--- config.mk ---
export PLATFORM = sky130hd
export DESIGN_NAME = rst_vec_seq
export DESIGN_NICKNAME = d
export VERILOG_FILES = /design/src/rtl/rvs_pkg.sv /design/src/rtl/rvs_rst_qual.sv /design/src/rtl/rvs_vec_addr.sv /design/src/rtl/rvs_regs.sv /design/src/rtl/rst_vec_seq.sv
export SDC_FILE = /design/constraint.sdc
export NUM_CORES = 1
export LEC_CHECK = 0
export BUFFER_PORTS_ARGS = -buffer_cell sky130_fd_sc_hd__clkbuf_2
export CAP_MARGIN = 20
export CELL_PAD_IN_SITES_DETAIL_PLACEMENT = 0
export CELL_PAD_IN_SITES_GLOBAL_PLACEMENT = 2
export CORE_MARGIN = 4
export CORE_UTILIZATION = 32
export CTS_CLUSTER_DIAMETER = 60
export CTS_CLUSTER_SIZE = 16
export DETAILED_ROUTE_END_ITERATION = 10
export PLACE_DENSITY = 0.86
export SETUP_SLACK_MARGIN = 0.4
export SYNTH_ARGS = -nofsm -noshare
export SYNTH_HDL_FRONTEND = slang
export SYNTH_SLANG_ARGS = --single-unit
--- constraint.sdc ---
create_clock -name clk -period 7.3 [get_ports clk]
set_input_delay 1.46 -clock clk [delete_from_list [all_inputs] [get_ports clk]]
set_output_delay 1.46 -clock clk [all_outputs]
set_load 0.01 [all_outputs]
--- src/rtl/rvs_pkg.sv ---
package rvs_pkg;

    localparam int ST_W = 7;

    typedef enum logic [2:0] {
        ST_HOLD,
        ST_INIT,
        ST_FETCH,
        ST_LOAD,
        ST_RUN
    } rvs_state_e;

    typedef struct packed {
        logic [1:0] int_mode;
        logic       trace;
        logic [2:0] exr_mask;
        logic       ccr_mask;
    } rvs_status_t;

    localparam rvs_status_t STATUS_INIT = '{
        int_mode: 2'd0,
        trace:    1'b0,
        exr_mask: 3'b111,
        ccr_mask: 1'b1
    };

endpackage

--- src/rtl/rvs_rst_qual.sv ---
module rvs_rst_qual #(
    parameter int MIN_LOW = 20
) (
    input  logic clk,
    input  logic por_n,
    input  logic pin_n,
    input  logic wdt,
    output logic take_rst
);
    localparam int CW = $clog2(MIN_LOW + 1);
    localparam logic [CW-1:0] LAST = CW'(MIN_LOW - 1);

    logic [CW-1:0] low_cnt;

    // consecutive low samples seen before this edge, saturating
    always_ff @(posedge clk or negedge por_n) begin
        if (!por_n)
            low_cnt <= '0;
        else if (pin_n)
            low_cnt <= '0;
        else if (low_cnt != LAST)
            low_cnt <= low_cnt + 1'b1;
    end

    assign take_rst = wdt | (!pin_n && (low_cnt == LAST));
endmodule

--- src/rtl/rvs_vec_addr.sv ---
module rvs_vec_addr #(
    parameter int ADDR_W    = 32,
    parameter int VEC_W     = 8,
    parameter int AERR_VEC  = 9
) (
    input  logic [ADDR_W-1:0] base,
    input  logic [VEC_W-1:0]  num,
    input  logic              is_reset,
    output logic [ADDR_W-1:0] addr
);
    logic              absolute;
    logic [ADDR_W-1:0] offset;

    assign absolute = is_reset | (num == VEC_W'(AERR_VEC));
    assign offset   = ADDR_W'({num, 2'b00});
    assign addr     = (absolute ? '0 : base) + offset;
endmodule

--- src/rtl/rvs_regs.sv ---
module rvs_regs #(
    parameter int ADDR_W = 32
) (
    input  logic                   clk,
    input  logic                   por_n,
    input  logic                   clear,
    input  logic                   vbr_we,
    input  logic [ADDR_W-1:0]      vbr_d,
    input  logic                   st_we,
    input  rvs_pkg::rvs_status_t   st_d,
    output logic [ADDR_W-1:0]      vbr_q,
    output rvs_pkg::rvs_status_t   st_q
);
    always_ff @(posedge clk or negedge por_n) begin
        if (!por_n) begin
            vbr_q <= '0;
            st_q  <= rvs_pkg::STATUS_INIT;
        end else if (clear) begin
            vbr_q <= '0;
            st_q  <= rvs_pkg::STATUS_INIT;
        end else begin
            if (vbr_we) vbr_q <= vbr_d;
            if (st_we)  st_q  <= st_d;
        end
    end
endmodule

--- src/rtl/rst_vec_seq.sv ---
module rst_vec_seq #(
    parameter int ADDR_W    = 32,
    parameter int VEC_W     = 8,
    parameter int MIN_LOW   = 20,
    parameter int RESET_VEC = 0,
    parameter int AERR_VEC  = 9
) (
    input  logic                     clk,
    input  logic                     por_n,
    input  logic                     rst_pin_n,
    input  logic                     wdt_ovf,
    input  logic                     exc_req,
    input  logic [VEC_W-1:0]         exc_num,
    output logic                     exc_ack,
    input  logic                     vbr_wr,
    input  logic [ADDR_W-1:0]        vbr_wdata,
    input  logic                     st_wr,
    input  logic [rvs_pkg::ST_W-1:0] st_wdata,
    output logic                     rd_req,
    output logic [ADDR_W-1:0]        rd_addr,
    input  logic                     rd_ack,
    input  logic [31:0]              rd_data,
    output logic                     pc_load,
    output logic [31:0]              pc_value,
    output logic                     core_halt,
    output logic                     rst_active,
    output logic [ADDR_W-1:0]        vbr,
    output logic [rvs_pkg::ST_W-1:0] st_q
);
    import rvs_pkg::*;

    rvs_state_e        state_q, state_d;
    logic              take_rst;
    logic [VEC_W-1:0]  sel_num;
    logic [ADDR_W-1:0] calc_addr;
    logic [ADDR_W-1:0] fetch_addr_q;
    logic [31:0]       vec_word_q;
    logic              in_run, in_init, addr_latch;
    rvs_status_t       st_cur;

    rvs_rst_qual #(.MIN_LOW(MIN_LOW)) u_qual (
        .clk      (clk),
        .por_n    (por_n),
        .pin_n    (rst_pin_n),
        .wdt      (wdt_ovf),
        .take_rst (take_rst)
    );

    assign in_run  = (state_q == ST_RUN);
    assign in_init = (state_q == ST_INIT);
    assign sel_num = in_init ? VEC_W'(RESET_VEC) : exc_num;

    rvs_vec_addr #(.ADDR_W(ADDR_W), .VEC_W(VEC_W), .AERR_VEC(AERR_VEC)) u_addr (
        .base     (vbr),
        .num      (sel_num),
        .is_reset (in_init),
        .addr     (calc_addr)
    );

    rvs_regs #(.ADDR_W(ADDR_W)) u_regs (
        .clk    (clk),
        .por_n  (por_n),
        .clear  (state_d == ST_HOLD),
        .vbr_we (in_run && vbr_wr),
        .vbr_d  (vbr_wdata),
        .st_we  (in_run && st_wr),
        .st_d   (rvs_status_t'(st_wdata)),
        .vbr_q  (vbr),
        .st_q   (st_cur)
    );

    assign st_q = st_cur;

    // next state: reset sources win over every transition
    always_comb begin
        state_d = state_q;
        if (take_rst) begin
            state_d = ST_HOLD;
        end else begin
            unique case (state_q)
                ST_HOLD:  if (rst_pin_n) state_d = ST_INIT;
                ST_INIT:  state_d = ST_FETCH;
                ST_FETCH: if (rd_ack) state_d = ST_LOAD;
                ST_LOAD:  state_d = ST_RUN;
                ST_RUN:   if (exc_req) state_d = ST_FETCH;
                default:  state_d = ST_HOLD;
            endcase
        end
    end

    always_ff @(posedge clk or negedge por_n) begin
        if (!por_n) state_q <= ST_HOLD;
        else        state_q <= state_d;
    end

    assign addr_latch = !take_rst && (in_init || (in_run && exc_req));

    always_ff @(posedge clk or negedge por_n) begin
        if (!por_n) begin
            fetch_addr_q <= '0;
            vec_word_q   <= '0;
        end else begin
            if (addr_latch) fetch_addr_q <= calc_addr;
            if (state_q == ST_FETCH && rd_ack && !take_rst) vec_word_q <= rd_data;
        end
    end

    // outputs decoded from the current state
    always_comb begin
        rst_active = (state_q == ST_HOLD);
        core_halt  = !in_run;
        rd_req     = (state_q == ST_FETCH);
        rd_addr    = fetch_addr_q;
        pc_load    = (state_q == ST_LOAD);
        pc_value   = vec_word_q;
        exc_ack    = in_run && exc_req && !take_rst;
    end
endmodule

==> flow_metrics.py, run 1 <==
metrics = {
    "timing": {
        "setup_viol": 0,
        "clock_skew_ps": 6.02,
        "fin_crit_sh_pct": 58.2,
        "slew_viol_final": 0,
        "hold_slack_ps": 478,
        "relSlewSlack_pct": 39.0,
        "fin_setup_tns_ps": 0,
        "rsz0062_at_grt": "false",
        "hold_viol_final": 0,
        "period_needed_ps": 4250,
        "tightest_slew_ps": 915,
        "fmax_ghz": 0.235,
    },
    "placed_design": {
        "dpl_cell_area_um2": 6580,
        "placedCellCount": 926,
        "place.port_buffers": 194,
        "gp_congestion": 0.813,
        "dpl.hpwl_um": 11900,
    },
    "cells_and_area": {
        "fillers": 1711,
        "fin_cells": 942,
        "syn2layout_area_growth_pct": 29.0,
        "layout.nets": 814,
        "multi_input_area_um2": 2410,
        "stdcell_area_um2": 6910,
        "antennaDiodeCount": 0,
        "drive_gt1_share_pct": 37.4,
        "seq_area_um2": 2780,
    },
    "die": {
        "chipWidth_um": 137,
        "die_h_um": 137,
        "rows": 47,
        "initial_core_util_pct": 32.5,
        "core_area_um2": 16500,
        "io_pins": 195,
        "dieArea_um2": 18900,
    },
    "global_routing": {
        "grt_first_pass_wirelength_um": 23900,
        "grt_pass1_vias": 4547,
        "antenna_found_initial": 0,
        "grt.total_usage_pct": 16.3,
        "grt_max_degree": 62,
        "grt_overflow": 0,
    },
    "synth": {
        "syn-mean-instance-area_um2": 10.1,
        "synthTopCellsByCount": "nand2_1, dfrtp_1, a21oi_1, mux2_2, xnor2_1",
        "synth-seq-cells": 111,
        "synth_edf_count": 0,
        "syn-num-nets": 629,
        "syn_area_um2": 5350,
        "yosysMostFrequentCell": "nand2_1",
        "synth.largest_area_cell": "dfrtp_1",
        "synthTopCellsByArea": "dfrtp_1, nand2_1, mux2_2",
        "yosysUniqueCellTypes": 50,
        "synth_top_area_share_pct": 50.0,
        "synth_cells": 532,
        "synth-async-reset-ratio_pct": 100,
        "synth_ff_type": "dfrtp_1",
        "ys_warn_count": 0,
        "ys_seq_area_share_pct": 52.0,
    },
    "cts": {
        "cts_root_buf": "clkbuf_16",
        "cts_sinks": 111,
        "cts_hold_buf": 0,
        "post_cts_buffers": 0,
        "cts_resized": 0,
        "cts_buffers": 9,
        "clk_pin_slew_ps": 70,
        "cts_max_level": 3,
        "cts.path.max_buffers": 2,
        "clk-insertion-delay-late_ps": 350,
        "cts_tree": "done",
    },
    "critical_path": {
        "reg2reg_slack_ps": 3680,
        "reg2reg_depth": 12,
        "critical_path_required_ps": 7560,
        "path_delay_family": "compound AO/OA/AOI/OAI gates",
        "timing.rr.start": "state_q[2]",
        "slowest_stage": "a21oi_1",
        "arrival_ps": 4510,
        "cp-end-kind": "register",
        "cp_num_buf_inv": 2,
        "cpPeakStageDelay_ps": 730,
        "critPathMaxFanout": 13,
        "setup.worst_path.start_class": "input pin",
        "crit_chain": "clkbuf_2 > nor4bb_1 > a21oi_1 > and2_1 > ha_1 > inv_1 > fa_1 > nand2b_1 > a21oi_1 > o21ai_2 > nor3_1 > xnor2_1 > o31ai_1",
        "reg2reg_to": "rd_addr[20]",
        "crit_type": "in -> reg",
        "crit_top_cell": "a21oi_1",
    },
    "run_status": {
        "status": "finished clean",
    },
    "detailed_routing": {
        "first_iter_violations": 151,
        "ant_nets": 0,
        "avgRoutedWirePerCell_um": 16.0,
        "drt-total-wl_um": 15000,
        "vias_per_cell": 4.77,
        "drt_pass1_iterations": 4,
        "drc": 0,
        "vias": 4492,
    },
    "pwr": {
        "total_leakage_power_uw": 0.00329,
        "power_density_nw_per_um2": 232,
        "power.total_uw": 1600,
        "vdd_drop_max_mv": 0.199,
    },
    "worst_hold_path": {
        "hold_end": "rd_addr[6]",
        "hold_start": "rd_addr[6]",
        "hold_path.class": "reg -> reg",
        "whs_path_depth": 2,
    },
    "job": {
        "drv_cap": 0,
    },
}
==> stage by stage <==
step | util (%) | setup WS (ps)
2_1_floorplan | - | 3260
3_3_place_gp | 39.6 | 2750
3_5_place_dp | 39.9 | 2600
4_1_cts | 41.9 | 2990
5_1_grt | 41.9 | 2660
6_report | 41.9 | 3050
==> worst max-delay path by stage <==
stage	endpoint	slack, ps	from	cells after the start
6_report	rd_addr[20]	3050	exc_num[3]	13
4_1_cts	rd_addr[18]	2990	exc_num[3]	13
3_5_place_dp	rd_addr[18]	2600	exc_num[3]	13
5_1_grt	rd_addr[18]	2660	exc_num[3]	13
3_3_place_gp	rd_addr[22]	2750	exc_num[3]	13
2_1_floorplan	rd_addr[22]	3260	exc_num[3]	13
==> kinds of logic (layout without fill, tap and decap cells) <==
family	after synthesis	in the layout	share of synthesized area, %
XOR/XNOR	31	31	5.07
AO/OA/AOI/OAI	92	92	9.61
adder cells (fa/ha/maj)	10	10	2.48
buffers and inverters	40	230	3.01
flip-flops	111	111	52.0
AND/OR/NAND/NOR	210	210	20.0
multiplexers	38	38	7.90
==> layer usage <==
layer / GRT usage (%) / up-vias / part of all wire (%) / routed length [µm]
met1: 20.3 / 2169 / 42 / 6260
li1: - / 2157 / - / -
met4: 4.99 / 0 / 1.9 / 280
met2: 27.0 / 146 / 49 / 7370
met3: 5.30 / 20 / 7.5 / 1130
met5: 0 / - / 0 / 0
==> registers in the layout (all words and copies together) (netlist names) <==
| register | flops |
|---|---|
| pc_value | 32 |
| u_regs.st_q | 7 |
| rd_addr | 32 |
| u_qual.low_cnt | 5 |
| state_q | 3 |
| u_regs.vbr_q | 32 |
==> layout by cell type, fill, tap and decap left out, types with 7 or more instances in the layout <==
cell and instances:
mux2_2 33, ha_1 9, nor3_1 7, xor2_1 10, nand2_1 128, xnor2_1 21
nor2b_1 8, clkbuf_2 193, o21ai_1 8, dfrtp_1 107, and2_1 8, clkbuf_16 9
nor2_1 17, o21ai_0 19, a21oi_1 47, inv_1 15
==> where the power goes <==
part | total (µW) | internal (µW) | switching, µW
combinational | 305 | 147 | 158
clock | 543 | 320 | 223
sequential | 755 | 704 | 51.5
total | 1600 | 1170 | 433
==> worst reg2reg max path, stage by stage, from the launching register on <==
cell	delay, ps
dfrtp_1	580
nor3b_4	130
a21oi_1	730
and2_1	240
ha_1	180
inv_1	60
fa_1	390
nand2b_1	180
a21oi_1	250
o21ai_2	230
nor3_1	280
xnor2_1	90
o31ai_1	190
==> cell type report <==
cell class | instances | share of cell area (%)
inverters | 15 | 0.815
clock inverters | 5 | 1.14
flip-flops and latches | 111 | 40.3
clock buffers | 11 | 3.66
repair buffers | 199 | 15.2
multi-input cells | 381 | 34.9
well taps | 220 | 3.99
Power figures use the tool's default switching activity.
==> run 2, diff against run 1 <==
- CORE_UTILIZATION: 32 -> 27
- PLACE_DENSITY: 0.86 -> 0.77
- clock period: 7.3 -> 3.45 ns (I/O delays scaled with it)
==> run 2 against run 1 <==
Combinational power up 120%. Total power increased by 100%. Utilization decreased by 5.3 points. Critical path type unchanged. Largest cell class unchanged. Die area grew 17%. Sequential power up 110%.
==> flow_metrics.py, run 2 (same netlist as run 1, synthesis figures left out) <==
metrics = {
    "detailed_routing": {
        "drt_pass1_iterations": 4,
        "first_iter_violations": 144,
        "drc": 0,
        "avgRoutedWirePerCell_um": 16.3,
        "drt-total-wl_um": 16300,
        "vias_per_cell": 4.53,
        "ant_nets": 0,
        "vias": 4527,
    },
    "critical_path": {
        "arrival_ps": 3160,
        "cp-end-kind": "register",
        "path_delay_family": "simple AND/OR/NAND/NOR gates",
        "critical_path_required_ps": 3670,
        "timing.rr.start": "state_q[1]",
        "cpPeakStageDelay_ps": 490,
        "crit_chain": "clkbuf_2 > nor4bb_4 > a21oi_4 > buf_4 > and2_1 > ha_2 > a21o_1 > nand2_1 > a311o_2 > nor4_2 > xnor2_1 > o21ai_1",
        "reg2reg_to": "rd_addr[19]",
        "cp_num_buf_inv": 2,
        "reg2reg_slack_ps": 560,
        "critPathMaxFanout": 7,
        "reg2reg_depth": 11,
        "setup.worst_path.start_class": "input pin",
        "slowest_stage": "a311o_2",
        "crit_type": "in -> reg",
    },
    "pwr": {
        "switchingPower_uw": 969,
        "swShare_pct": 29.6,
        "p_int_uw": 2310,
        "power_density_nw_per_um2": 459,
        "clockPowerShare_pct": 30.9,
        "total_leakage_power_uw": 0.00335,
        "vdd_drop_max_mv": 0.254,
        "combPwrFrac_pct": 20.4,
        "pwr-share-seq_pct": 48.6,
    },
    "die": {
        "initial_core_util_pct": 27.5,
        "io_pins": 195,
        "core_area_um2": 19500,
        "die_h_um": 149,
        "rows": 51,
        "dieArea_um2": 22100,
        "chipWidth_um": 149,
    },
    "timing": {
        "period_needed_ps": 2940,
        "fmax_ghz": 0.340,
        "worst_slack_ps": 511,
        "tightest_slew_ps": 691,
        "setup_viol": 0,
        "fin_setup_tns_ps": 0,
        "fin_crit_sh_pct": 85.2,
        "hold_viol_final": 0,
        "rsz0062_at_grt": "true",
        "relSlewSlack_pct": 54.0,
        "slew_viol_final": 0,
        "clock_skew_ps": 6.08,
    },
    "placed_design": {
        "dpl.hpwl_um": 12500,
        "dp_slack_ps": -22.2,
        "gp_congestion": 0.819,
        "place.port_buffers": 194,
    },
    "run_status": {
        "status": "finished clean",
    },
    "job": {
        "drv_cap": 0,
    },
    "global_routing": {
        "grt_pass1_vias": 4772,
        "grt.total_usage_pct": 14.4,
        "antenna_found_initial": 2,
        "grt_max_degree": 63,
        "grt_overflow": 0,
        "grt_first_pass_wirelength_um": 25300,
    },
    "cells_and_area": {
        "mostFrequentLayoutCell": "clkbuf_2",
        "final_cell_mix": "clkbuf_2, nand2_1, dfrtp_1",
        "layout.nets": 826,
        "fillers": 2010,
        "syn2layout_area_growth_pct": 33.3,
        "drive_gt1_share_pct": 40.7,
    },
    "cts": {
        "cts_hold_buf": 0,
        "cts_sinks": 111,
        "cts.path.max_buffers": 2,
        "cts_tree": "done",
        "cts_buffers": 9,
        "cts_max_level": 3,
        "clk_pin_slew_ps": 80,
        "cts_root_buf": "clkbuf_16",
        "clk-insertion-delay-late_ps": 350,
    },
    "worst_hold_path": {
        "hold_path.class": "in -> async",
    },
}
## run 2: worst max-delay path by stage
| stage | to | cells after the start | from |
|---|---|---|---|
| after floorplan | rd_addr[21] | 12 | exc_num[1] |
| after global placement | rd_addr[23] | 11 | exc_num[1] |
| after detailed placement | rd_addr[21] | 11 | exc_num[1] |
| after CTS | rd_addr[21] | 11 | state_q[2] |
| after global routing | rd_addr[21] | 12 | exc_num[2] |
| final | rd_addr[19] | 12 | exc_num[2] |
## run 2: through the flow
step           instances  total power, µW  area [µm²]  hold slack, ps  utilization [%]
2_1_floorplan        532             1940        5400             394                -
3_3_place_gp         973             2270        6660             459             34.2
3_5_place_dp         973             2290        6660             471             34.2
4_1_cts              989             3320        6940             388             35.7
5_1_grt             1000             3470        7140             426             36.7
6_report            1000             3280        7140             375             36.7
## run 2: power by group through the flow
stage,Clock (µW),Sequential (µW),Combinational [µW]
after floorplan,0,1690,246
after global placement,0,1610,659
after detailed placement,0,1610,677
after CTS,1050,1600,676
after global routing,1100,1620,745
final,1010,1590,670
## run 2: final cells by class
type	count	area [µm²]	area share, %
clock buffers	9	225	3.16
well taps	265	332	4.65
inverters	15	56.3	0.789
repair buffers	210	1140	16.0
diodes	1	2.50	0.0351
clock inverters	7	56.3	0.789
flip-flops and latches	111	2790	39.0
multi-input cells	382	2530	35.5
## run 2: layer usage
metal	GRT usage, %	share of wire (%)	wire, µm	vias up
met1	17.1	40	6550	2157
met2	24.6	50	8110	153
li1	-	-	-	2195
met3	5.50	8.1	1320	20
met4	4.21	2.1	338	2
met5	0	0.12	19	-
## run 2: timing repair
| item | 4_1_cts | 5_1_grt |
|---|---|---|
| pin swaps | 0 | 5 |
| gates cloned | 0 | 1 |
| setup endpoints to repair | 8 | 19 |
| gates resized for setup | 1 | 17 |
| setup buffers | 0 | 8 |
